[config.mk]
export PLATFORM = sky130hd
export DESIGN_NAME = frame_lock_ctrl
export DESIGN_NICKNAME = d
export VERILOG_FILES = /design/src/rtl/flk_pkg.sv /design/src/rtl/flk_datapath.sv /design/src/rtl/flk_control.sv /design/src/rtl/frame_lock_ctrl.sv
export SDC_FILE = /design/constraint.sdc
export NUM_CORES = 1
export LEC_CHECK = 0
export BUFFER_PORTS_ARGS = -buffer_cell sky130_fd_sc_hd__buf_4
export CAP_MARGIN = 0
export CORE_UTILIZATION = 27
export CTS_CLUSTER_DIAMETER = 30
export CTS_CLUSTER_SIZE = 8
export DETAILED_ROUTE_END_ITERATION = 7
export PLACE_DENSITY = 0.49
export SKIP_LAST_GASP = 1
export SLEW_MARGIN = 15
export SYNTH_ARGS = -nofsm -noshare
export SYNTH_HDL_FRONTEND = slang
export SYNTH_SLANG_ARGS = --single-unit
[constraint.sdc]
create_clock -name clk -period 2.95 [get_ports clk]
set_clock_uncertainty 0.05 [all_clocks]
set_input_delay 0.1475 -clock clk [delete_from_list [all_inputs] [get_ports clk]]
set_output_delay 0.1475 -clock clk [all_outputs]
set_load 0.02 [all_outputs]
[src/rtl/flk_pkg.sv]
package flk_pkg;

  typedef enum logic [1:0] {
    MODE_SUBCARRIER = 2'b00,
    MODE_SLOW_EXTREF = 2'b01,
    MODE_SLOW_INTREF = 2'b10,
    MODE_FAST = 2'b11
  } lockMode_e;

  // Strobes from control to datapath
  typedef struct packed {
    logic clearPhase;
    logic lineStep;
  } dpStrobe_t;

endpackage

[src/rtl/flk_datapath.sv]
module flk_datapath
  import flk_pkg::*;
#(
  parameter int LINES_PER_FRAME = 625
) (
  input  logic      clk,
  input  logic      rstN,
  input  dpStrobe_t strobe,
  output logic      offsetAligned,
  output logic      dropDir
);

  localparam int CNT_W = $clog2(LINES_PER_FRAME + 2);
  localparam logic [CNT_W-1:0] CNT_MAX = '1;
  localparam logic [CNT_W-1:0] HALF_LINES = CNT_W'(LINES_PER_FRAME / 2);

  logic [CNT_W-1:0] phaseCnt;
  logic [CNT_W-1:0] offsetNow;

  // Lines elapsed since the internal frame began
  always_ff @(posedge clk) begin
    if (!rstN) begin
      phaseCnt <= '0;
    end else if (strobe.clearPhase) begin
      phaseCnt <= '0;
    end else if (strobe.lineStep && (phaseCnt != CNT_MAX)) begin
      phaseCnt <= phaseCnt + 1'b1;
    end
  end

  // A frame start in this cycle means zero error
  always_comb begin
    offsetNow     = strobe.clearPhase ? '0 : phaseCnt;
    offsetAligned = (offsetNow == '0);
    dropDir       = (offsetNow > HALF_LINES);
  end

  // the phase count only moves on a line or frame strobe
  assert_phase_hold_R2: assert property (@(posedge clk) disable iff (!rstN)
    (!$past(strobe.clearPhase) && !$past(strobe.lineStep)) |-> $stable(phaseCnt));

endmodule

[src/rtl/flk_control.sv]
module flk_control
  import flk_pkg::*;
#(
  parameter int MISS_FRAMES = 3,
  parameter int LOCK_FRAMES = 2
) (
  input  logic       clk,
  input  logic       rstN,
  input  logic [1:0] lockMode,
  input  logic       lineEnd,
  input  logic       intFrameStart,
  input  logic       extFramePulse,
  input  logic       offsetAligned,
  input  logic       dropDir,
  output dpStrobe_t  strobe,
  output logic       addLine,
  output logic       dropLine,
  output logic       frameReset,
  output logic       locked
);

  localparam int MISS_W = $clog2(MISS_FRAMES + 1);
  localparam int MATCH_W = $clog2(LOCK_FRAMES + 1);
  localparam logic [MISS_W-1:0] MISS_LIMIT = MISS_W'(MISS_FRAMES);
  localparam logic [MISS_W-1:0] MISS_LAST = MISS_W'(MISS_FRAMES - 1);
  localparam logic [MATCH_W-1:0] MATCH_LIMIT = MATCH_W'(LOCK_FRAMES);

  logic modeActive, slowMode, fastMode;
  logic judged, evalNow, missedFrame;
  logic [MISS_W-1:0] missCnt;
  logic [MATCH_W-1:0] matchCnt;

  always_comb begin
    modeActive  = (lockMode != MODE_SUBCARRIER);
    slowMode    = (lockMode == MODE_SLOW_EXTREF) || (lockMode == MODE_SLOW_INTREF);
    fastMode    = (lockMode == MODE_FAST);
    // One judgement per internal frame; a start in the same cycle opens a new frame
    evalNow     = extFramePulse && modeActive && (!judged || intFrameStart);
    missedFrame = intFrameStart && !judged && !extFramePulse;
    strobe.clearPhase = intFrameStart;
    strobe.lineStep   = lineEnd;
  end

  always_ff @(posedge clk) begin
    if (!rstN) begin
      addLine    <= 1'b0;
      dropLine   <= 1'b0;
      frameReset <= 1'b0;
      judged     <= 1'b0;
      missCnt    <= '0;
      matchCnt   <= '0;
    end else begin
      addLine    <= evalNow && slowMode && !offsetAligned && !dropDir;
      dropLine   <= evalNow && slowMode && !offsetAligned && dropDir;
      frameReset <= extFramePulse && fastMode;
      if (!modeActive) begin
        judged   <= 1'b0;
        missCnt  <= '0;
        matchCnt <= '0;
      end else begin
        if (intFrameStart) begin
          judged <= evalNow;
        end else if (evalNow) begin
          judged <= 1'b1;
        end
        if (evalNow) begin
          missCnt <= '0;
          if (!offsetAligned) begin
            matchCnt <= '0;
          end else if (matchCnt != MATCH_LIMIT) begin
            matchCnt <= matchCnt + 1'b1;
          end
        end else if (missedFrame) begin
          if (missCnt != MISS_LIMIT) begin
            missCnt <= missCnt + 1'b1;
          end
          if (missCnt >= MISS_LAST) begin
            matchCnt <= '0;
          end
        end
      end
    end
  end

  assign locked = (matchCnt == MATCH_LIMIT);

  // never both commands
  assert_one_cmd_R4: assert property (@(posedge clk) disable iff (!rstN)
    !(addLine && dropLine));

  // a command follows an external frame start
  assert_cmd_after_ext_R4: assert property (@(posedge clk) disable iff (!rstN)
    (addLine || dropLine) |-> $past(extFramePulse));

  // subcarrier mode is silent
  assert_sub_quiet_R1: assert property (@(posedge clk) disable iff (!rstN)
    ($past(lockMode) == MODE_SUBCARRIER) |-> (!addLine && !dropLine && !frameReset && !locked));

  // reset strobe only after an external pulse in fast mode
  assert_fast_reset_R5: assert property (@(posedge clk) disable iff (!rstN)
    frameReset |-> ($past(extFramePulse) && ($past(lockMode) == MODE_FAST)));

  // fast mode never slips lines
  assert_fast_nocmd_R5: assert property (@(posedge clk) disable iff (!rstN)
    ($past(lockMode) == MODE_FAST) |-> (!addLine && !dropLine));

  // lock lost only at a frame event or mode change
  assert_lock_fall_R6: assert property (@(posedge clk) disable iff (!rstN)
    $fell(locked) |-> ($past(extFramePulse) || $past(intFrameStart) ||
                       ($past(lockMode) == MODE_SUBCARRIER)));

endmodule

[src/rtl/frame_lock_ctrl.sv]
module frame_lock_ctrl
  import flk_pkg::*;
#(
  parameter int LINES_PER_FRAME = 625,
  parameter int MISS_FRAMES = 3,
  parameter int LOCK_FRAMES = 2
) (
  input  logic       clk,
  input  logic       rstN,
  input  logic [1:0] lockMode,
  input  logic       lineEnd,
  input  logic       intFrameStart,
  input  logic       extFramePulse,
  output logic       addLine,
  output logic       dropLine,
  output logic       frameReset,
  output logic       locked
);

  dpStrobe_t strobe;
  logic offsetAligned;
  logic dropDir;

  flk_datapath #(
    .LINES_PER_FRAME(LINES_PER_FRAME)
  ) u_datapath (
    .clk(clk),
    .rstN(rstN),
    .strobe(strobe),
    .offsetAligned(offsetAligned),
    .dropDir(dropDir)
  );

  flk_control #(
    .MISS_FRAMES(MISS_FRAMES),
    .LOCK_FRAMES(LOCK_FRAMES)
  ) u_control (
    .clk(clk),
    .rstN(rstN),
    .lockMode(lockMode),
    .lineEnd(lineEnd),
    .intFrameStart(intFrameStart),
    .extFramePulse(extFramePulse),
    .offsetAligned(offsetAligned),
    .dropDir(dropDir),
    .strobe(strobe),
    .addLine(addLine),
    .dropLine(dropLine),
    .frameReset(frameReset),
    .locked(locked)
  );

endmodule

==> results of run 1 <==
==> where the power goes <==
part           switching, mW  internal, mW  total [mW]
Combinational         0.0435        0.0376      0.0811
Clock                 0.0795        0.0907       0.170
Sequential           0.00696         0.255       0.262
==> placed cells by master (no fill, tap or decap), types with 3 or more instances in the layout <==
| cell type | instances |
|---|---|
| dfxtp_1 | 18 |
| nor2_1 | 12 |
| buf_4 | 10 |
| inv_1 | 8 |
| nand2_1 | 8 |
| ha_1 | 6 |
| a21oi_1 | 5 |
| xor2_1 | 5 |
| nand3_1 | 4 |
| nor3_1 | 4 |
| o2111ai_1 | 3 |
| nor2b_1 | 3 |
| clkbuf_8 | 3 |
==> worst min-delay path by stage <==
stage	slack (ps)	cells past startpoint	start	end
CTS	70	2	extFramePulse	u_control.missCnt[1]
floorplan	190	1	extFramePulse	u_control.missCnt[1]
global placement	350	2	extFramePulse	u_control.missCnt[1]
global route	90	2	extFramePulse	u_control.missCnt[1]
finish	80	2	extFramePulse	u_control.missCnt[1]
detailed placement	350	2	extFramePulse	u_control.missCnt[1]
==> sequential cells by signal, summed over array words and instances (netlist names) <==
name,flops
u_control.addLine,1
u_control.dropLine,1
u_control.frameReset,1
u_control.judged,1
u_control.matchCnt,2
u_control.missCnt,2
u_datapath.phaseCnt,10
==> cell usage after synthesis, types with 2 or more instances <==
cell	number
dfxtp_1	18
a21oi_1	5
nor2b_1	3
or3_1	2
or4_1	2
xor2_1	5
o21ai_0	2
o31ai_1	2
nor2_1	12
nand3_1	4
nand2_1	8
nand2b_1	2
ha_1	6
a211oi_1	2
nor3_1	4
inv_1	8
o2111ai_1	3
and3_1	2
==> metal layers <==
metal	GRT usage	part of all wire	up-vias
met5	0	0	-
met4	0.0233	0.0068	0
met3	0.0438	0.052	4
met2	0.206	0.48	25
met1	0.142	0.46	415
li1	-	-	437
==> final cells by class <==
class | instances | area (sq um) | area share
multi-input combinational | 85 | 612 | 0.520
sequential | 18 | 360 | 0.306
timing repair buffer | 10 | 75.1 | 0.0638
tap | 46 | 57.6 | 0.0489
clock buffer | 3 | 41.3 | 0.0351
inverter | 8 | 30.0 | 0.0255
==> critical path, stage by stage, from the launching register on <==
cell and delay, ps:
dfxtp_1 400, ha_1 210, and2_1 190, nand3_1 130, or3_1 320, a21oi_1 140
==> through the flow <==
stage / hold WS [ps] / utilization / power [mW]
after floorplan: 191 / - / 0.321
after global placement: 348 / 0.330 / 0.345
after detailed placement: 346 / 0.330 / 0.347
after CTS: 71.3 / 0.342 / 0.523
after global routing: 89.9 / 0.342 / 0.541
final: 77.9 / 0.342 / 0.513
==> cells by family (layout without fill, tap and decap cells) <==
group / after synthesis / count (layout)
buffers and inverters: 8 / 21
AO/OA/AOI/OAI: 23 / 23
AND/OR/NAND/NOR: 50 / 50
adder cells (fa/ha/maj): 6 / 6
flip-flops: 18 / 18
XOR/XNOR: 5 / 5
multiplexers: 1 / 1
==> qor_table.md, run 1 <==
| Result | This run | Unit |
|---|---|---|
| Top post-synthesis cells by area | dfxtp_1 (36%), ha_1 (7.5%), nor2_1 (4.5%) | - |
| Netlist area before placement | 1000 | sq um |
| End of the worst register-to-register path | u_datapath.phaseCnt[8] | - |
| Number of pins with negative max-slew slack in the final report | 0 | - |
| Worst-path clk slew | 70 | ps |
| Clk buf depth | 2 | - |
| Pin count of the biggest net entering global routing | 11 | - |
| CTS hold repair buffers | 0 | - |
| Cell area power density | 437 | nW/um^2 |
| Normalized max-slew margin | 0.780 | - |
| TritonCTS clock tree | built | - |
| Clock root buffer master | clkbuf_8 | - |
| Category of the most critical setup path | flop to flop | - |
| Clock sink total | 18 | - |
| Number of gates given a new drive strength after cts | 0 | - |
| Antenna viol nets, final | 0 | - |
| Routed WL per cell | 12.1 | um |
| Status | finished clean | - |
| Floorplan die height | 62.9 | um |
| Number of levels the H-tree was split into | 1 | - |
| Core region area | 3440 | sq um |
| Synthesis-stage register bit count | 18 | - |
| Kind of start point of the critical path | flop | - |
| Worst min-delay path class | input port to flop | - |
| Global placement routability congestion | 0.787 | - |
| Endpoint of the most critical setup path | u_datapath.phaseCnt[8] | - |
| ANT cells | 0 | - |
| Count of pins on the block boundary | 11 | - |
| Cell count after placement | 167 | - |
| DRC violation count after routing | 0 | - |
| Routed vias/inst | 5.18 | - |
| Final Setup Violations | 0 | - |
| Die Span X | 62.9 | um |
| EDFF count, synth | 0 | - |
| Share of final-layout standard cells stronger than drive strength 1 | 0.161 | - |
| Net count after synthesis | 124 | - |
| Iter 0 DRT Violations | 35 | - |
| Part of the Yosys area used for sequential elements | 0.360 | - |
| Net count, final | 139 | - |
| Static Leakage | 0.449 | nW |
| Synthesized netlist cell count | 111 | - |
| Remaining global-route overflow | 0 | - |
| Fraction of synthesis flops using an asynchronous set or reset pin | 0 | - |
| Num CTS Buffers | 3 | - |
| Final wirelength | 2.06 | mm |
| Number of hold violations in the final report | 0 | - |
| Fmax | 660 | MHz |
| Global-route wire length before repair | 3.82 | mm |
| Finished layout cell area | 1180 | sq um |
| Post-synthesis adder-cell area fraction | 0.0749 | - |
| Dpl cell area | 1130 | sq um |
| Total setup buffers inserted after CTS | 0 | - |
| MaxCap Viol Count | 0 | - |
| Crit path setup slack, layout | 1430 | ps |
| Simple-gate share of the synthesized area | 0.292 | - |
| Length in cells of the worst reg-to-reg path | 5 | - |
| Minimum clock period after layout | 1520 | ps |
| Crit-path max FO | 5 | - |
| Startpoint of the worst-slack reg-to-reg timing path | u_datapath.phaseCnt[0] | - |
| Placed wire-length estimate | 1.58 | mm |
| Overall fraction of global-route tracks in use | 0.120 | - |
| Source of the critical timing path | u_datapath.phaseCnt[0] | - |
| Setup repair after global routing missed its margin | false | - |
| Total of buffers placed on input and output ports | 10 | - |
| Vias | 881 | - |
| Highest ir drop seen on vdd | 213 | uV |
| DRT Pass-1 Iters | 5 | - |
| Setup slack after placement | 1450 | ps |
| Total number of yosys warnings | 0 | - |
| Number of standard cells in the final layout excluding fillers | 170 | - |
| Register-to-register setup slack | 1430 | ps |
| Worst setup EP type | flop | - |
| Antenna violations before repair | 0 | - |
| Vias in the first global route | 867 | - |
| Final worst-path cycle share | 0.514 | - |
| Mean Syn Cell Area | 9.03 | sq um |
| Top cell type's share of synthesized area | 0.360 | - |
| Synthesized-area fraction occupied by ao, oa, aoi and oai cells | 0.190 | - |
| Standard-cell row count | 21 | - |
| Critical path data arrival time | 1650 | ps |
| Main combinational cell family by area after synthesis | simple AND/OR/NAND/NOR gates | - |
| Largest area contributor in the netlist | dfxtp_1 | - |
| Post-Synth XOR/XNOR Area | 0.0437 | - |
| Die area | 3960 | sq um |
| Worst path required time | 3080 | ps |
| Post-synth top flop | dfxtp_1 | - |
| Latest clock arrival within the worst-skew pair | 250 | ps |
| Starting density of the core | 0.291 | - |
| Transition at the pin with the smallest max-transition slack | 328 | ps |
| Number of distinct standard cells referenced by the synthesized netlist | 39 | - |
| Aggregate negative setup slack | 0 | ps |
| Post-synthesis to final-layout area growth | 17.4 | % |
| Proportion of synthesized area in mux cells | 0.00999 | - |
| FILL cells | 348 | - |
Power figures use the tool's default switching activity.
==> run 2, diff against run 1 <==
Settings changed: PLACE_DENSITY 0.49 to 0.5.
Clock period 2.95 ns to 1.2 ns, I/O delays scaled along.
==> run 2 against run 1 <==
- the flow now finishes with violations (negative setup slack)
- worst setup slack lost 1600 ps
- utilization grew 11 points
- flip-flop and latch count is the same
- final cell count grew 14%
- combinational power grew to 3.4 times the previous value
- fmax grew 9.1%
- power grew to 2.7 times the previous value
- critical path type unchanged
- largest cell class unchanged
- largest power group unchanged
==> qor_table.md, run 2 (synthesized netlist as in run 1, its figures left out) <==
| Result | This run | Unit |
|---|---|---|
| Status | finished with violations | - |
| Violated checks | negative setup slack | - |
| Worst-path clk slew | 70 | ps |
| Cell count after placement | 182 | - |
| Static Leakage | 0.594 | nW |
| Vias | 954 | - |
| Die area | 3960 | sq um |
| Highest ir drop seen on vdd | 626 | uV |
| Dpl cell area | 1360 | sq um |
| TritonCTS clock tree | built | - |
| Clock sink total | 18 | - |
| Global-route wire length before repair | 4.11 | mm |
| Sequential Area | 400 | sq um |
| Comb power frac | 0.201 | - |
| DRC violation count after routing | 0 | - |
| FILL cells | 346 | - |
| Standard-cell row count | 21 | - |
| Number of pins with negative max-slew slack in the final report | 0 | - |
| Antenna violations before repair | 0 | - |
| Total of buffers placed on input and output ports | 10 | - |
| Num CTS Buffers | 3 | - |
| Clk buf depth | 2 | - |
| Pin count of the biggest net entering global routing | 11 | - |
| Core Util, Final | 0.453 | - |
| Worst path required time | 1330 | ps |
| MaxCap Viol Count | 0 | - |
| Worst min-delay path class | input port to flop | - |
| Number of levels the H-tree was split into | 1 | - |
| Cell area power density | 874 | nW/um^2 |
| Number of hold violations in the final report | 0 | - |
| Worst setup EP type | flop | - |
| Vias in the first global route | 958 | - |
| Floorplan die height | 62.9 | um |
| Part of the power in registers | 0.463 | - |
| Psw | 371 | uW |
| Final Setup Violations | 14 | - |
| Core region area | 3440 | sq um |
| Leading registers by flop count | u_datapath.phaseCnt: 10 flops, u_control.matchCnt: 2 flops, u_control.missCnt: 2 flops | - |
| Crit-path max FO | 5 | - |
| Transition at the pin with the smallest max-transition slack | 360 | ps |
| Overall fraction of global-route tracks in use | 0.131 | - |
| Number of flip-flops under the largest register name | 10 | - |
| Final wirelength | 2.35 | mm |
| Setup repair after global routing missed its margin | true | - |
| Routed WL per cell | 12.1 | um |
| Global placement routability congestion | 0.748 | - |
| Routed vias/inst | 4.92 | - |
| Share of total power in the clock network | 0.336 | - |
| Starting density of the core | 0.291 | - |
| ANT cells | 0 | - |
| Finished layout cell area | 1560 | sq um |
| Die Span X | 62.9 | um |
| Remaining global-route overflow | 0 | - |
| DRT Pass-1 Iters | 4 | - |
| Share of final-layout standard cells stronger than drive strength 1 | 0.459 | - |
| Crit path setup slack, layout | -190 | ps |
| Final worst-path cycle share | 1.16 | - |
| Iter 0 DRT Violations | 27 | - |
| Top library cells by usage in the layout, fill and taps aside | buf_4 (30), nor2_1 (12), dfxtp_4 (10) | - |
| Net count, final | 162 | - |
| Internal Power | 992 | uW |
| Antenna viol nets, final | 0 | - |
| Area of the multi-input gates | 768 | sq um |
| Kind of start point of the critical path | flop | - |
| Most frequent standard cell in the layout excluding fill and tap cells | buf_4 | - |
| Normalized max-slew margin | 0.759 | - |
| Switching part of the total power | 0.272 | - |
| Count of pins on the block boundary | 11 | - |
| Placed wire-length estimate | 1.70 | mm |
| Post-synthesis to final-layout area growth | 55.6 | % |
| Register-to-register setup slack | -190 | ps |
| Largest reg by FF count | u_datapath.phaseCnt | - |
| Number of standard cells in the final layout excluding fillers | 194 | - |
| Critical path data arrival time | 1520 | ps |
| Post-Route Hold Slack | 43.1 | ps |
| Setup slack after placement | -195 | ps |
| Latest clock arrival within the worst-skew pair | 260 | ps |
| Category of the most critical setup path | flop to flop | - |
| Clock root buffer master | clkbuf_8 | - |
| Fmax | 719 | MHz |
| Minimum clock period after layout | 1390 | ps |
-- run 2: changes by cell type in the layout (fill, tap and decap cells not counted), moves of 2 or more --
cell	change
buf_4	+20
buf_6	+2
dfxtp_1	-12
dfxtp_2	+2
dfxtp_4	+10
ha_1	-3
ha_4	+3
nand3_4	+2
nor3_1	-2
-- run 2: through the flow --
| stage | setup TNS (ps) | total power, mW |
|---|---|---|
| CTS | -1290 | 1.36 |
| finish | -1770 | 1.36 |
| global route | -2960 | 1.44 |
| detailed placement | -1290 | 0.907 |
| floorplan | -296 | 0.800 |
| global placement | -1090 | 0.906 |
-- run 2: worst max-delay path: stages (launching register included) --
cell	delay (ps)
dfxtp_4	400
ha_4	170
and2_4	180
nand3_4	60
or3_1	320
a21oi_1	140
-- run 2: path summary, 6_finish.rpt --
check                         start                endpoint  cells after the start
max          u_datapath.phaseCnt[0]  u_datapath.phaseCnt[8]                      5
min                            rstN  u_datapath.phaseCnt[5]                      3
max reg2reg  u_datapath.phaseCnt[0]  u_datapath.phaseCnt[8]                      5
min reg2reg  u_datapath.phaseCnt[9]  u_datapath.phaseCnt[9]                      2
-- run 2: metal layers --
metal  wire, um  GRT usage  vias to the layer above
li1           -          -                      487
met1       1070      0.156                      449
met2       1180      0.220                       13
met3         54     0.0237                        5
met4         47     0.0698                        0
met5          0          0                        -
-- run 2: timing repair --
action	in CTS	in global routing
resized for setup	11	8
pin swaps	11	12
endpoints found under the setup margin	16	16
setup buffers	3	4
hold endpoints to repair	1	0
hold buffers	1	0
-- run 2: layout make-up --
type	count	share of cell area
clock buffers	4	0.0289
inverters	8	0.0193
multi-input cells	85	0.493
flip-flops and latches	18	0.257
well taps	46	0.0369
repair buffers	33	0.165
-- run 2: power groups by stage --
stage          clock network [mW]  registers, mW  logic (mW)
6_report                    0.458          0.631       0.274
5_1_grt                     0.494          0.635       0.309
4_1_cts                     0.466          0.632       0.266
3_5_place_dp                    0          0.650       0.257
3_3_place_gp                    0          0.650       0.256
2_1_floorplan                   0          0.648       0.152
==> run 3, diff against run 2 <==
Settings changed: CORE_UTILIZATION 27 to 45, GPL_ROUTABILITY_DRIVEN from default to 1, PLACE_DENSITY 0.5 to 0.72.
==> run 3 against run 2 <==
- the run still ends with negative setup slack left
- global-route usage increased by 9.9 points
- sequential power about the same
- utilization rose by 32 points
- critical path type unchanged
- power fell by 8.6%
- largest cell class unchanged
==> qor_table.md, run 3 (synthesized netlist as in run 1, its figures left out) <==
| Result | This run | Unit |
|---|---|---|
| TritonCTS clock tree | built | - |
| Number of flip-flops under the largest register name | 10 | - |
| Remaining global-route overflow | 0 | - |
| Routed WL per cell | 14.6 | um |
| Net count, final | 163 | - |
| Count of pins on the block boundary | 11 | - |
| Clock sink total | 18 | - |
| Antenna viol nets, final | 0 | - |
| Number of pins with negative max-slew slack in the final report | 0 | - |
| Clock root buffer master | clkbuf_4 | - |
| Critical path data arrival time | 1570 | ps |
| Category of the most critical setup path | flop to flop | - |
| Antenna violations before repair | 0 | - |
| Transition at the pin with the smallest max-transition slack | 291 | ps |
| DRC violation count after routing | 0 | - |
| Crit-path max FO | 5 | - |
| Finished layout cell area | 1560 | sq um |
| Total buffers and inverters traversed by the critical path | 0 | - |
| Final wirelength | 2.56 | mm |
| Top library cells by usage in the layout, fill and taps aside | buf_4 (31), nor2_1 (11), dfxtp_4 (11) | - |
| Number of levels the H-tree was split into | 1 | - |
| Routed vias/inst | 5.56 | - |
| Latest clock arrival within the worst-skew pair | 300 | ps |
| Worst path required time | 1410 | ps |
| Die Span X | 49.2 | um |
| Final Setup Violations | 15 | - |
| Total of buffers placed on input and output ports | 10 | - |
| Tot Pwr | 1.25 | mW |
| Clk buf depth | 2 | - |
| Aggregate negative setup slack | -1460 | ps |
| Overall fraction of global-route tracks in use | 0.230 | - |
| Final worst-path cycle share | 1.14 | - |
| Core Util, Final | 0.771 | - |
| Placed wire-length estimate | 1.85 | mm |
| Kind of start point of the critical path | flop | - |
| Pin count of the biggest net entering global routing | 10 | - |
| Vias in the first global route | 958 | - |
| Normalized max-slew margin | 0.804 | - |
| Crit path setup slack, layout | -164 | ps |
| Global-route wire length before repair | 4.24 | mm |
| Leading registers by flop count | u_datapath.phaseCnt: 10 flops, u_control.matchCnt: 2 flops, u_control.missCnt: 2 flops | - |
| MaxCap Viol Count | 0 | - |
| Setup repair after global routing missed its margin | true | - |
| Minimum clock period after layout | 1360 | ps |
| Largest reg by FF count | u_datapath.phaseCnt | - |
| Floorplan die height | 49.2 | um |
| Share of final-layout standard cells stronger than drive strength 1 | 0.514 | - |
| Max stage delay cell, worst path | dfxtp_4 | - |
| CP max stage delay | 390 | ps |
| Dpl cell area | 1330 | sq um |
| Worst min-delay path class | input port to flop | - |
| Vias | 973 | - |
| Die area | 2420 | sq um |
| Highest ir drop seen on vdd | 715 | uV |
| Static Leakage | 0.599 | nW |
| Violated checks | negative setup slack | - |
| Number of hold violations in the final report | 0 | - |
| Fmax | 733 | MHz |
| Worst-path clk slew | 110 | ps |
| Delay-heaviest family, CP | simple AND/OR/NAND/NOR gates | - |
| Post-synthesis to final-layout area growth | 55.6 | % |
| Global placement routability congestion | 0.773 | - |
| ANT cells | 0 | - |
| Ordered cell list for the critical path | nor3_2 > a41oi_2 > nor4bb_1 > a211o_1 | - |
| Standard-cell row count | 16 | - |
| DRT Pass-1 Iters | 4 | - |
| Iter 0 DRT Violations | 34 | - |
| Core region area | 2020 | sq um |
| Cell area power density | 799 | nW/um^2 |
| Worst setup EP type | flop | - |
| Status | finished with violations | - |
| Most frequent standard cell in the layout excluding fill and tap cells | buf_4 | - |
| Starting density of the core | 0.496 | - |
| Num CTS Buffers | 3 | - |
==> run 3: report_power, final <==
group | switching (mW) | internal, mW | total (mW)
registers | 0.0262 | 0.605 | 0.631
logic | 0.150 | 0.160 | 0.310
clock network | 0.188 | 0.117 | 0.305
total | 0.364 | 0.882 | 1.25
==> run 3: what timing repair did <==
action | 4_1_cts | 5_1_grt
setup endpoints to repair | 16 | 16
hold endpoints to repair | 2 | 0
gates resized for setup | 18 | 11
pin swaps | 14 | 9
buffers inserted | 4 | 3
hold buffers | 2 | 0
==> run 3: metal layers <==
layer	wire, um	global-route usage
met1	1200	0.289
met2	1270	0.390
met3	45	0.0312
met4	34	0.0980
met5	0	0
==> run 3: path summary, 6_finish.rpt <==
| path | cells past startpoint | endpoint | start | slack [ps] |
|---|---|---|---|---|
| setup / recovery | 4 | u_control.matchCnt[1] | u_datapath.phaseCnt[4] | -160 |
| hold / removal | 3 | u_control.judged | extFramePulse | 20 |
| setup reg to reg | 4 | u_control.matchCnt[1] | u_datapath.phaseCnt[4] | -160 |
| hold reg to reg | 2 | u_datapath.phaseCnt[9] | u_datapath.phaseCnt[9] | 470 |
==> run 3: final cells by class <==
| class | count | area (sq um) |
|---|---|---|
| inverter | 8 | 30.0 |
| timing repair buffer | 34 | 264 |
| multi-input combinational | 85 | 806 |
| fill | 134 | 463 |
| clock buffer | 3 | 22.5 |
| tap | 27 | 33.8 |
| sequential | 18 | 403 |
==> run 3: metrics by stage <==
step,hold WS [ps],cells,setup WS (ps)
detailed placement,261,163,-186
finish,23.6,175,-164
global placement,249,163,-139
global route,41.4,175,-222
floorplan,104,111,-81.3
CTS,4.95,172,-159
==> run 3: tightest hold or removal path, cell delays in order <==
cell and delay, ps:
buf_4 150, inv_1 70, a21oi_1 60
